==> src/rtl/gpio_pw_pkg.sv <==
package gpio_pw_pkg;
  localparam int ADDR_W = 13;

  localparam logic [ADDR_W-1:0] GRP_STAT_ADDR = 13'h000;
  localparam logic [ADDR_W-1:0] GRP_EN_ADDR   = 13'h004;
  localparam logic [ADDR_W-1:0] PIN_CNT_ADDR  = 13'h008;

  // Per-pin configuration and flags; packed order maps onto word bits 8..1.
  typedef struct packed {
    logic fall_flag;
    logic fall_en;
    logic rise_flag;
    logic rise_en;
    logic blink;
    logic out_val;
    logic tristate;
    logic deb_en;
  } pin_cfg_t;

  localparam pin_cfg_t PIN_CFG_RESET = '{tristate: 1'b1, default: 1'b0};
endpackage

==> src/rtl/gpio_in_cond.sv <==
module gpio_in_cond #(
  parameter int DEB_CYCLES = 16
) (
  input  logic clk,
  input  logic rst_ni,
  input  logic pin_i,
  input  logic deb_en_i,
  output logic level_o,
  output logic rise_o,
  output logic fall_o
);
  localparam int CNT_W = $clog2(DEB_CYCLES + 1);

  logic             sync1_q, sync2_q;
  logic             lvl_q, lvl_d;
  logic [CNT_W-1:0] cnt_q, cnt_d;

  always_comb begin
    lvl_d = lvl_q;
    cnt_d = '0;
    if (!deb_en_i) begin
      lvl_d = sync2_q;
    end else if (sync2_q != lvl_q) begin
      if (cnt_q == CNT_W'(DEB_CYCLES - 1)) begin
        lvl_d = sync2_q;
      end else begin
        cnt_d = cnt_q + 1'b1;
      end
    end
  end

  always_ff @(posedge clk or negedge rst_ni) begin
    if (!rst_ni) begin
      sync1_q <= 1'b0;
      sync2_q <= 1'b0;
      lvl_q   <= 1'b0;
      cnt_q   <= '0;
    end else begin
      sync1_q <= pin_i;
      sync2_q <= sync1_q;
      lvl_q   <= lvl_d;
      cnt_q   <= cnt_d;
    end
  end

  assign level_o = lvl_q;
  assign rise_o  = lvl_d & ~lvl_q;
  assign fall_o  = ~lvl_d & lvl_q;

  AST_DEB_HELD: assert property (@(posedge clk) disable iff (!rst_ni)
    ($past(deb_en_i) && (lvl_q != $past(lvl_q))) |-> ($past(cnt_q) == CNT_W'(DEB_CYCLES - 1)));
endmodule

==> src/rtl/gpio_blink_gen.sv <==
module gpio_blink_gen #(
  parameter int BLINK_HALF = 8
) (
  input  logic clk,
  input  logic rst_ni,
  output logic phase_o
);
  localparam int CW = $clog2(BLINK_HALF + 1);

  logic [CW-1:0] cnt_q, cnt_d;
  logic          phase_q, phase_d;
  logic          wrap;

  assign wrap = (cnt_q == CW'(BLINK_HALF - 1));

  always_comb begin
    cnt_d   = wrap ? '0 : cnt_q + 1'b1;
    phase_d = wrap ? ~phase_q : phase_q;
  end

  always_ff @(posedge clk or negedge rst_ni) begin
    if (!rst_ni) begin
      cnt_q   <= '0;
      phase_q <= 1'b0;
    end else begin
      cnt_q   <= cnt_d;
      phase_q <= phase_d;
    end
  end

  assign phase_o = phase_q;
endmodule

==> src/rtl/gpio_pin_cell.sv <==
module gpio_pin_cell
  import gpio_pw_pkg::*;
(
  input  logic        clk,
  input  logic        rst_ni,
  input  logic        we_i,
  input  pin_cfg_t    wcfg_i,
  input  logic        level_i,
  input  logic        rise_i,
  input  logic        fall_i,
  input  logic        blink_phase_i,
  output logic [31:0] word_o,
  output logic        deb_en_o,
  output logic        flag_o,
  output logic        pin_out_o,
  output logic        pin_oe_o
);
  pin_cfg_t cfg_q, cfg_d;
  logic     rise_hit, fall_hit;

  assign rise_hit = rise_i & cfg_q.rise_en & cfg_q.tristate;
  assign fall_hit = fall_i & cfg_q.fall_en & cfg_q.tristate;

  always_comb begin
    cfg_d = cfg_q;
    if (we_i) begin
      cfg_d.deb_en   = wcfg_i.deb_en;
      cfg_d.tristate = wcfg_i.tristate;
      cfg_d.out_val  = wcfg_i.out_val;
      cfg_d.blink    = wcfg_i.blink;
      cfg_d.rise_en  = wcfg_i.rise_en;
      cfg_d.fall_en  = wcfg_i.fall_en;
    end
    cfg_d.rise_flag = (cfg_q.rise_flag & ~(we_i & wcfg_i.rise_flag)) | rise_hit;
    cfg_d.fall_flag = (cfg_q.fall_flag & ~(we_i & wcfg_i.fall_flag)) | fall_hit;
  end

  always_ff @(posedge clk or negedge rst_ni) begin
    if (!rst_ni) begin
      cfg_q <= PIN_CFG_RESET;
    end else begin
      cfg_q <= cfg_d;
    end
  end

  assign word_o    = {23'b0, cfg_q, level_i};
  assign deb_en_o  = cfg_q.deb_en;
  assign flag_o    = cfg_q.rise_flag | cfg_q.fall_flag;
  assign pin_oe_o  = ~cfg_q.tristate;
  assign pin_out_o = cfg_q.out_val & (~cfg_q.blink | blink_phase_i);

  AST_RISE_NEEDS_EN: assert property (@(posedge clk) disable iff (!rst_ni)
    $rose(cfg_q.rise_flag) |-> $past(cfg_q.rise_en && cfg_q.tristate));
  AST_FLAG_STICKY: assert property (@(posedge clk) disable iff (!rst_ni)
    $fell(cfg_q.rise_flag) |-> $past(we_i && wcfg_i.rise_flag));
endmodule

==> src/rtl/gpio_pinword_ctrl.sv <==
module gpio_pinword_ctrl
  import gpio_pw_pkg::*;
#(
  parameter int NUM_PINS   = 8,
  parameter int GROUP_SIZE = 3,
  parameter int DEB_CYCLES = 16,
  parameter int BLINK_HALF = 8
) (
  input  logic                clk,
  input  logic                rst_n,
  input  logic                req_valid,
  input  logic                req_write,
  input  logic [ADDR_W-1:0]   req_addr,
  input  logic [31:0]         req_wdata,
  output logic                rd_valid,
  output logic [31:0]         rd_data,
  input  logic [NUM_PINS-1:0] pin_in,
  output logic [NUM_PINS-1:0] pin_out,
  output logic [NUM_PINS-1:0] pin_oe,
  output logic                irq
);
  localparam int NUM_GROUPS = (NUM_PINS + GROUP_SIZE - 1) / GROUP_SIZE;
  localparam int IDX_W      = (NUM_PINS > 1) ? $clog2(NUM_PINS) : 1;

  function automatic logic [NUM_PINS-1:0] group_mask(input int g);
    logic [NUM_PINS-1:0] m;
    for (int p = 0; p < NUM_PINS; p++) m[p] = ((p / GROUP_SIZE) == g);
    return m;
  endfunction

  // Reset: asserted asynchronously, released after two clock edges.
  logic [1:0] rst_sync_q;
  logic       rst_i;
  always_ff @(posedge clk or negedge rst_n) begin
    if (!rst_n) rst_sync_q <= 2'b00;
    else        rst_sync_q <= {rst_sync_q[0], 1'b1};
  end
  assign rst_i = rst_sync_q[1];

  // Address decode
  logic             wr, rd, pin_hit, stat_wr, en_wr;
  logic [IDX_W-1:0] pin_idx;
  logic             unused_wdata;

  assign wr      = req_valid & req_write;
  assign rd      = req_valid & ~req_write;
  assign pin_hit = req_addr[12] && (req_addr[1:0] == 2'b00) &&
                   ({1'b0, req_addr[11:2]} < 11'(NUM_PINS));
  assign pin_idx = req_addr[2 +: IDX_W];
  assign stat_wr = wr && (req_addr == GRP_STAT_ADDR);
  assign en_wr   = wr && (req_addr == GRP_EN_ADDR);
  assign unused_wdata = ^req_wdata;

  // Blink phase shared by all pins
  logic blink_phase;
  gpio_blink_gen #(.BLINK_HALF(BLINK_HALF)) u_blink (
    .clk    (clk),
    .rst_ni (rst_i),
    .phase_o(blink_phase)
  );

  // Pin slices
  logic [31:0]         pin_word [NUM_PINS];
  logic [NUM_PINS-1:0] pin_flag;

  for (genvar p = 0; p < NUM_PINS; p++) begin : g_pin
    logic lvl, rise, fall, deb_en, we;
    assign we = wr && pin_hit && (pin_idx == IDX_W'(p));

    gpio_in_cond #(.DEB_CYCLES(DEB_CYCLES)) u_cond (
      .clk     (clk),
      .rst_ni  (rst_i),
      .pin_i   (pin_in[p]),
      .deb_en_i(deb_en),
      .level_o (lvl),
      .rise_o  (rise),
      .fall_o  (fall)
    );

    gpio_pin_cell u_cell (
      .clk          (clk),
      .rst_ni       (rst_i),
      .we_i         (we),
      .wcfg_i       (pin_cfg_t'(req_wdata[8:1])),
      .level_i      (lvl),
      .rise_i       (rise),
      .fall_i       (fall),
      .blink_phase_i(blink_phase),
      .word_o       (pin_word[p]),
      .deb_en_o     (deb_en),
      .flag_o       (pin_flag[p]),
      .pin_out_o    (pin_out[p]),
      .pin_oe_o     (pin_oe[p])
    );
  end

  // Group summary
  logic [NUM_GROUPS-1:0] grp_any, gstat_q, gstat_d, gen_q, gen_d;

  for (genvar g = 0; g < NUM_GROUPS; g++) begin : g_grp
    assign grp_any[g] = |(pin_flag & group_mask(g));
  end

  always_comb begin
    gstat_d = (gstat_q & ~(stat_wr ? req_wdata[NUM_GROUPS-1:0] : '0)) | grp_any;
    gen_d   = en_wr ? req_wdata[NUM_GROUPS-1:0] : gen_q;
  end

  always_ff @(posedge clk or negedge rst_i) begin
    if (!rst_i) begin
      gstat_q <= '0;
      gen_q   <= '0;
    end else begin
      gstat_q <= gstat_d;
      gen_q   <= gen_d;
    end
  end

  assign irq = |(gstat_q & gen_q);

  // Read path
  logic [31:0] rd_data_d;
  logic        rd_valid_q;
  logic [31:0] rd_data_q;

  always_comb begin
    rd_data_d = '0;
    if (rd) begin
      if (pin_hit)                          rd_data_d = pin_word[pin_idx];
      else if (req_addr == GRP_STAT_ADDR)   rd_data_d = 32'(gstat_q);
      else if (req_addr == GRP_EN_ADDR)     rd_data_d = 32'(gen_q);
      else if (req_addr == PIN_CNT_ADDR)    rd_data_d = {16'b0, 16'(NUM_PINS)};
    end
  end

  always_ff @(posedge clk or negedge rst_i) begin
    if (!rst_i) begin
      rd_valid_q <= 1'b0;
      rd_data_q  <= '0;
    end else begin
      rd_valid_q <= rd;
      rd_data_q  <= rd_data_d;
    end
  end

  assign rd_valid = rd_valid_q;
  assign rd_data  = rd_data_q;

  AST_GSTAT_W1C: assert property (@(posedge clk) disable iff (!rst_i)
    $past(stat_wr) |-> ((gstat_q & $past(req_wdata[NUM_GROUPS-1:0] & ~grp_any)) == '0));
endmodule

==> config.mk <==
export PLATFORM = sky130hd
export DESIGN_NAME = gpio_pinword_ctrl
export DESIGN_NICKNAME = d
export VERILOG_FILES = /design/src/rtl/gpio_pw_pkg.sv /design/src/rtl/gpio_in_cond.sv /design/src/rtl/gpio_blink_gen.sv /design/src/rtl/gpio_pin_cell.sv /design/src/rtl/gpio_pinword_ctrl.sv
export SDC_FILE = /design/constraint.sdc
export NUM_CORES = 1
export LEC_CHECK = 0
export ABC_AREA = 1
export BUFFER_PORTS_ARGS = -buffer_cell sky130_fd_sc_hd__buf_2
export CAP_MARGIN = 20
export CORE_ASPECT_RATIO = 0.5
export CORE_MARGIN = 2
export CORE_UTILIZATION = 45
export DETAILED_ROUTE_END_ITERATION = 8
export GPL_TIMING_DRIVEN = 1
export SLEW_MARGIN = 15
export SYNTH_ARGS = -nofsm -noshare
export SYNTH_HDL_FRONTEND = slang
export SYNTH_HIERARCHICAL = 1
export SYNTH_SLANG_ARGS = --single-unit
==> constraint.sdc <==
create_clock -name clk -period 6.78 [get_ports clk]
set_input_delay 0 -clock clk [delete_from_list [all_inputs] [get_ports clk]]
set_output_delay 0 -clock clk [all_outputs]
set_load 0.005 [all_outputs]
==> results of run 1 <==
==> state kept, by name (all words and copies together), names as in the netlist <==
register,cells
g_pin.u_cell/deb_en_o,8
g_pin.u_cell/word_o,56
g_pin.u_cond/cnt_q,40
g_pin.u_cond/level_o,8
g_pin.u_cond/sync1_q,8
g_pin.u_cond/sync2_q,8
gen_q,3
gstat_q,3
rd_data,32
rd_valid,1
rst_sync_q,2
u_blink/cnt_q,4
u_blink/phase_o,1
==> kinds of logic (layout without fill, tap and decap cells) <==
kind of cell / after synthesis / in the layout / share of synthesized area, %
simple gates: 730 / 730 / 27.5
buf+inv: 385 / 283 / 21.5
compound gates: 176 / 176 / 8.65
flops: 174 / 174 / 39.7
xor+xnor: 17 / 17 / 1.36
fa+ha+maj: 9 / 9 / 1.02
other cells: 9 / 185 / 0.307
==> worst min-delay path by stage <==
stage                            from            end  cells after the start
after floorplan                 rst_n  rst_sync_q[0]                      0
after global placement          rst_n  rst_sync_q[0]                      1
after detailed placement        rst_n  rst_sync_q[0]                      1
after CTS                 req_addr[1]       gen_q[2]                      6
after global routing      req_addr[1]       gen_q[2]                      6
final                     req_addr[1]       gen_q[2]                      6
==> report_power, final <==
group | internal (mW) | leakage, nW | switching [mW]
Clock | 0.561 | 0.286 | 0.443
Sequential | 1.06 | 1.98 | 0.0204
Combinational | 0.0688 | 3.92 | 0.141
Total | 1.69 | 6.18 | 0.604
==> per-layer routing <==
layer	part of all wire, %	GRT usage [%]
met3	3.8	3.95
met5	0	0
met4	1.7	6.27
met1	47	25.7
met2	47	34.4
==> repair_timing <==
item                      in CTS  in global routing
hold endpoints to repair      86                  0
gates resized for setup        0                  0
hold buffers                  29                  0
==> through the flow <==
| step | instance area, µm² | worst slack, ns | util, % |
|---|---|---|---|
| CTS | 11500 | 4.20 | 48.1 |
| finish | 11500 | 4.20 | 48.1 |
| global placement | 10600 | 3.86 | 44.4 |
| floorplan | 11600 | 1.59 | - |
| global route | 11500 | 3.90 | 48.1 |
| detailed placement | 10600 | 3.72 | 44.4 |
==> layout make-up <==
type	count	area, µm²
multi-input combinational	1117	4920
clock inverter	13	153
fill	2403	12400
timing repair buffer	116	736
sequential	174	4370
inverter	135	517
clock buffer	19	443
tap	315	394
==> layout by cell type (no fill, tap or decap), types with 9 or more instances in the layout <==
master	n
a21oi_1	11
buf_2	83
clkbuf_16	17
conb_1	185
dfrtp_1	165
dlygate4sd3_1	29
ha_1	9
inv_1	120
inv_2	11
nand2_1	324
nand3_1	70
nand3_2	9
nand4_1	9
nor2_1	284
nor2_2	13
o21ai_0	86
o21ai_1	23
o22ai_1	56
xor2_1	9
==> flow_summary.yaml, run 1 <==
clock_tree:
  cts_root_buf: "clkbuf_16"
  clkSlewWorstSetupHoldPaths_ns: 0.07
  clock_latency_ns: 0.45
  cts_buffer_depth: 2
  numCtsBuffers: 17
  h-tree-depth: 4
  cts.sinks: 174
  cts_setup_buffers: 0
  cts_tree: "yes"
critical_path:
  worst-path-stages: 6
  worstSetupStartpointType: "input port"
  slowest_stage: "nor2_1"
  path_class: "input port to flop"
  path_buf_inv: 3
  crit_chain: "buf_2 -> buf_4 -> inv_4 -> nand2_2 -> nor2_1 -> o21ai_0"
  path_max_fanout: 72
  cp_data_required_time_ns: 7.08
  endpoint: "g_pin[0].u_cell/word_o[4]"
  path_delay_family: "simple AND/OR/NAND/NOR gates"
  max_stage_delay_ns: 0.86
  worstPathArrival_ns: 2.87
  cp-end-kind: "flop"
  rr_worst_depth: 1
  reg2reg_to: "rd_data[20]"
  worstReg2RegStart: "rst_sync_q[1]"
  rrSetupSlack_ns: 4.95
  startpoint: "req_addr[2]"
detailed_routing:
  vias_per_cell: 4.56
  wirelength_um: 24000
  dr.pass1.iters: 9
  ant_nets: 0
  vias: 8618
  drc: 0
  drt-initial-drc-count: 546
  wl_per_cell_um: 12.7
synthesis:
  synth_top_area_share_pct: 37.8
  synth_common_cells: "nand2_1 (324), nor2_1 (284), buf_4 (207)"
  synth.cell_area_um2: 11000
  synth-seq-cells: 174
  yosys_warnings: 6
  synth_cell_types: 32
  syn_inst: 1500
  synth_area_leaders: "dfrtp_1 (38%), buf_4 (14%), nand2_1 (11%), nor2_1 (9.7%), inv_1 (4.1%)"
  synth_area_leader_cell: "dfrtp_1"
  synth_most_common_cell: "nand2_1"
  synthFlopType: "dfrtp_1"
  ys_seq_area_share_pct: 39.7
  postSynthAreaPerCell_um2: 7.33
  synth_edf_count: 0
  ys_async_sr_fraction_pct: 100
sta:
  final.setup_skew_ns: 0.0117
  rsz0062_at_grt: "false"
  fin_crit_sh_pct: 38.0
  setup_viol: 0
  fmax_mhz: 388
  final_max_slew_viol_count: 0
  max_slew_margin_pct: 36.6
  holdWs_ns: 0.0244
  setup-tns-final_ns: 0
  hold_viol: 0
  worst_pin_slew_ns: 0.951
  min_period_ns: 2.58
place:
  dpl.hpwl_um: 15800
  portBuffers: 83
  place_congestion: 0.817
  dp.cells: 1828
floorplan:
  core_area_um2: 24000
  fp.dieH_um: 114
  dieArea_um2: 25800
  ios: 107
  die_w_um: 225
  num_rows: 40
  start_util_pct: 45.8
flow_run:
  drv_cap: 0
final_layout:
  num-nets-final: 1627
  drive_gt1_share_pct: 11.4
  syn_to_final_growth_pct: 4.97
  instances_no_fill: 1889
  diodes: 0
pwr:
  power_mw: 2.29
  p_per_area_nw_per_um2: 199
  ir_worst_vdd_mv: 0.156
  total_leakage_power_nw: 6.18
global_routing:
  overflow: 0
  antenna_found_initial: 0
  grt_start_max_net_pins: 73
  grt_pass1_vias: 8331
  grt_first_pass_wirelength_um: 40800
  grtUsageTotal_pct: 20.0
status:
  status: "finished clean"
hold_path:
  holdCritPathClass: "input port to flop"
No activity file was read; power rests on OpenSTA's default activity.
==> inputs of run 2 (changes only) <==
==> constraint.sdc (replaced) <==
create_clock -name clk -period 2.4 [get_ports clk]
set_input_delay 0 -clock clk [delete_from_list [all_inputs] [get_ports clk]]
set_output_delay 0 -clock clk [all_outputs]
set_load 0.005 [all_outputs]
==> run 2 against run 1 <==
Clock-buffer cell count grew 1. Core utilization up 0.75 points. First-iteration DRC count shrank 6.2%. Sequential share of layout area fell by 0.58 points.
==> flow_summary.yaml, run 2 (synthesized netlist as in run 1, its figures left out) <==
clock_tree:
  cts_setup_buffers: 0
  h-tree-depth: 4
  numCtsBuffers: 17
  clkSlewWorstSetupHoldPaths_ns: 0.07
  cts_buffer_depth: 2
  cts_resized: 0
  cts.sinks: 174
  cts_hold_buffers: 26
  cts_tree: "yes"
  cts_root_buf: "clkbuf_16"
  clock_latency_ns: 0.45
detailed_routing:
  vias_per_cell: 4.48
  ant_nets: 0
  wirelength_um: 23900
  wl_per_cell_um: 12.6
  drt-initial-drc-count: 512
  dr.pass1.iters: 5
  drc: 0
  vias: 8519
final_layout:
  final_common_cell: "nand2_1"
  multi_input_area_um2: 4920
  final_cell_mix: "nand2_1 (324), nor2_1 (284), conb_1 (185), dfrtp_1 (165), inv_1 (120)"
  drive_gt1_share_pct: 12.4
  instances_no_fill: 1902
  num-nets-final: 1640
  syn_to_final_growth_pct: 6.60
  seq_area_um2: 4370
  diodes: 0
  fillers: 2367
  largest_register_ffs: 56
critical_path:
  worst-path-stages: 8
  path_delay_family: "simple AND/OR/NAND/NOR gates"
  worstPathArrival_ns: 2.26
  path_class: "input port to flop"
  slowest_stage: "nor2_1"
  path_buf_inv: 2
  cp-end-kind: "flop"
  crit_chain: "dlygate4sd3_1 -> buf_2 -> nor2_2 -> nand2_2 -> nor2_8 -> nand3_1 -> nor2_1 -> o21ai_0"
  cp_data_required_time_ns: 2.69
  rr_worst_depth: 8
  max_stage_delay_ns: 0.72
  worstSetupStartpointType: "input port"
  rrSetupSlack_ns: 1.10
  path_max_fanout: 14
pwr:
  total_leakage_power_nw: 6.29
  power_switching_mw: 1.72
  clockPowerShare_pct: 45.0
  ir_worst_vdd_mv: 0.366
  p_int_mw: 4.93
  pwr-share-seq_pct: 45.8
  swShare_pct: 25.8
  p_per_area_nw_per_um2: 567
  combPwrFrac_pct: 9.2
place:
  dp.cells: 1844
  dpl.hpwl_um: 16500
  portBuffers: 83
  place_congestion: 0.831
floorplan:
  ios: 107
  dieArea_um2: 25800
  start_util_pct: 45.8
  core_area_um2: 24000
  fp.dieH_um: 114
  num_rows: 40
  die_w_um: 225
hold_path:
  holdCritPathClass: "input port to flop"
  whs_path_depth: 5
global_routing:
  grtUsageMet1_pct: 25.8
  grt_pass1_vias: 8177
  grtUsageMet2_pct: 32.7
  overflow: 0
  grtUsageTotal_pct: 19.6
  grt_first_pass_wirelength_um: 39800
  grt_start_max_net_pins: 60
  antenna_found_initial: 0
  top_usage_layer: "met2"
  use_met3_pct: 4.21
sta:
  min_period_ns: 1.98
  fmax_mhz: 506
  holdWs_ns: 0.0349
  final.setup_skew_ns: 0.00860
  setup_viol: 0
  setup-tns-final_ns: 0
  final_max_slew_viol_count: 0
  rsz0062_at_grt: "false"
  max_slew_margin_pct: 40.3
  hold_viol: 0
  fin_crit_sh_pct: 82.4
  worst_pin_slew_ns: 0.892
status:
  status: "finished clean"
flow_run:
  drv_cap: 0
==> run 2: cell type report <==
cell class	instances	share of cell area, %
clock buffers	20	3.90
clock inverters	12	1.53
inverters	135	4.41
multi-input cells	1117	42.0
flip-flops and latches	174	37.3
well taps	315	3.36
repair buffers	129	7.48
==> run 2: final timing paths <==
kind                                            from                   endpoint
setup / recovery                         req_addr[6]  g_pin[5].u_cell/word_o[5]
hold / removal                          req_addr[12]                rd_data[30]
setup reg to reg           g_pin[3].u_cell/word_o[2]                 rd_data[2]
hold reg to reg                        rst_sync_q[1]   g_pin[3].u_cell/deb_en_o
max in group asynchronous              rst_sync_q[1]  g_pin[0].u_cell/word_o[2]
min in group asynchronous              rst_sync_q[1]   g_pin[3].u_cell/deb_en_o
==> run 2: power by group through the flow <==
stage          Clock (mW)  Sequential [mW]  Combinational [mW]
2_1_floorplan           0             3.11               0.613
5_1_grt              3.20             3.05               0.707
6_report             2.99             3.04               0.614
3_5_place_dp            0             3.10               0.582
4_1_cts              3.07             3.04               0.614
3_3_place_gp            0             3.10               0.565
==> run 2: per-stage QoR <==
| step | setup slack [ns] | instance area [µm²] | power (mW) | utilization (%) |
|---|---|---|---|---|
| finish | 0.423 | 11700 | 6.64 | 48.9 |
| global route | 0.279 | 11700 | 6.96 | 48.9 |
| CTS | 0.469 | 11700 | 6.73 | 48.9 |
| detailed placement | 0.518 | 10800 | 3.68 | 45.1 |
| global placement | 0.613 | 10800 | 3.66 | 45.1 |
| floorplan | 0.609 | 11700 | 3.73 | - |
==> run 2: per-layer routing <==
metal	routed length, µm	up-vias
met5	0	-
met4	369	0
met3	780	31
met2	11100	121
met1	11600	3910
li1	-	4457
==> run 2: worst min-delay path: cells and delay by family <==
kind	cells	cell delay [ns]
simple gates	4	0.31
buf+inv	1	0.13
==> inputs of run 3 (changes only) <==
--- a/config.mk
+++ b/config.mk
@@ -13,6 +13,7 @@
 export CORE_UTILIZATION = 45
 export DETAILED_ROUTE_END_ITERATION = 8
 export GPL_TIMING_DRIVEN = 1
+export PLACE_DENSITY = 0.66
 export SLEW_MARGIN = 15
 export SYNTH_ARGS = -nofsm -noshare
 export SYNTH_HDL_FRONTEND = slang
==> constraint.sdc (replaced) <==
create_clock -name clk -period 1.7 [get_ports clk]
set_input_delay 0 -clock clk [delete_from_list [all_inputs] [get_ports clk]]
set_output_delay 0 -clock clk [all_outputs]
set_load 0.005 [all_outputs]
==> run 3 against run 2 <==
Total power increased by 41%. Worst setup slack got worse by 0.34 ns. Register-to-register slack got worse by 0.67 ns. Clock power increased by 39%. Wire length decreased by 3.0%. Via count decreased by 1.3%. Die area unchanged. Clock skew increased by 0.0011 ns.
==> flow_summary.yaml, run 3 (synthesized netlist as in run 1, its figures left out) <==
clock_tree:
  clock_latency_ns: 0.45
  cts_root_buf: "clkbuf_16"
  clkSlewWorstSetupHoldPaths_ns: 0.07
  cts_buffer_depth: 2
  cts.sinks: 174
  h-tree-depth: 4
  cts_tree: "yes"
  numCtsBuffers: 17
final_layout:
  syn_to_final_growth_pct: 7.69
  final_cell_mix: "nand2_1 (322), nor2_1 (283), conb_1 (185), dfrtp_1 (165), inv_1 (120)"
  diodes: 0
  largest_register_ffs: 56
  num-nets-final: 1652
  drive_gt1_share_pct: 13.1
  final_common_cell: "nand2_1"
  stdcell_area_um2: 11800
  instances_no_fill: 1914
place:
  placed_area_um2: 10900
  place_congestion: 0.824
  portBuffers: 83
  dp.cells: 1853
  dpl.hpwl_um: 15700
  preCtsSetupSlack_ns: 0.275
pwr:
  ir_worst_vdd_mv: 0.528
  p_per_area_nw_per_um2: 789
  total_leakage_power_nw: 6.37
  power_mw: 9.34
critical_path:
  slowest_stage: "dlygate4sd3_1"
  crit_chain: "dlygate4sd3_1 -> buf_2 -> nor2_2 -> nand2_2 -> nor2_4 -> nand2_1 -> nor2_2 -> nand2_1 -> dlygate4sd3_1 -> nand2_1 -> nand2_1"
  worstSetupStartpointType: "input port"
  worstPathArrival_ns: 1.95
  path_max_fanout: 4
  path_class: "input port to flop"
  cp-end-kind: "flop"
  cp_data_required_time_ns: 2.04
  worst_path_most_repeated_cell: "nand2_1"
  max_stage_delay_ns: 0.56
detailed_routing:
  vias: 8409
  wirelength_um: 23200
  vias_per_cell: 4.39
  ant_nets: 0
  wl_per_cell_um: 12.1
  dr.pass1.iters: 5
  drt-initial-drc-count: 547
  drc: 0
floorplan:
  die_w_um: 225
  num_rows: 40
  start_util_pct: 45.8
  ios: 107
  dieArea_um2: 25800
  fp.dieH_um: 114
  core_area_um2: 24000
global_routing:
  overflow: 0
  grt_first_pass_wirelength_um: 39400
  grt_start_max_net_pins: 66
  grt_pass1_vias: 7877
  grtUsageTotal_pct: 19.5
  antenna_found_initial: 0
status:
  status: "finished clean"
sta:
  hold_viol: 0
  setup_viol: 0
  fmax_mhz: 618
  worst_slack_ns: 0.0821
  final_max_slew_viol_count: 0
  final.setup_skew_ns: 0.00968
  fin_crit_sh_pct: 95.2
  min_period_ns: 1.62
hold_path:
  holdCritPathClass: "input port to flop"
flow_run:
  drv_cap: 0
## run 3: power by group
group	switching [mW]	internal, mW
registers	0.0582	4.22
logic	0.575	0.313
clock network	1.79	2.39
## run 3: critical path, delay by kind of cell
kind                   cells  cell delay [ns]
buffers and inverters      3             1.24
AND/OR/NAND/NOR            8             0.71
## run 3: layout make-up
class	instances	area [µm²]
well taps	315	394
fillers	2342	12100
multi-input cells	1117	4940
repair buffers	141	996
inverters	135	517
clock inverters	13	174
flip-flops and latches	174	4370
clock buffers	19	443
## run 3: final timing paths
| kind | depth (start not counted) | endpoint | slack (ns) | startpoint |
|---|---|---|---|---|
| worst max-delay path | 11 | gstat_q[0] | 0.08 | req_addr[0] |
| worst min register to register | 0 | g_pin[3].u_cond/sync2_q | 0.14 | rst_sync_q[1] |
| worst min-delay path | 5 | rd_data[30] | 0.03 | req_addr[12] |
| max in group asynchronous | 1 | g_pin[6].u_cell/word_o[2] | 0.95 | rst_sync_q[1] |
| worst max register to register | 8 | rd_data[2] | 0.43 | g_pin[3].u_cell/word_o[2] |
| min in group asynchronous | 0 | g_pin[3].u_cond/sync2_q | 0.14 | rst_sync_q[1] |
## run 3: stage by stage
| step | TNS, ns | hold slack, ns | utilization (%) |
|---|---|---|---|
| 6_report | 0 | 0.0274 | 49.4 |
| 5_1_grt | -0.0182 | 0.0321 | 49.4 |
| 4_1_cts | 0 | 0.00596 | 49.2 |
| 3_5_place_dp | 0 | -0.212 | 45.5 |
| 3_3_place_gp | 0 | -0.213 | 45.5 |
| 2_1_floorplan | -14.94 | -0.296 | - |
## run 3: repair_timing
item                       4_1_cts  5_1_grt
buffers inserted                 0        3
resized for setup                0        5
hold endpoints to repair        85        0
hold buffers                    27        0
setup endpoints to repair        0        1
## run 3: routing by layer
layer	up-vias	track usage [%]	wire length (µm)
met5	-	0	0
met4	0	5.25	266
met3	22	4.93	1150
met2	144	31.7	10700
met1	3762	26.1	11100
li1	4481	-	-
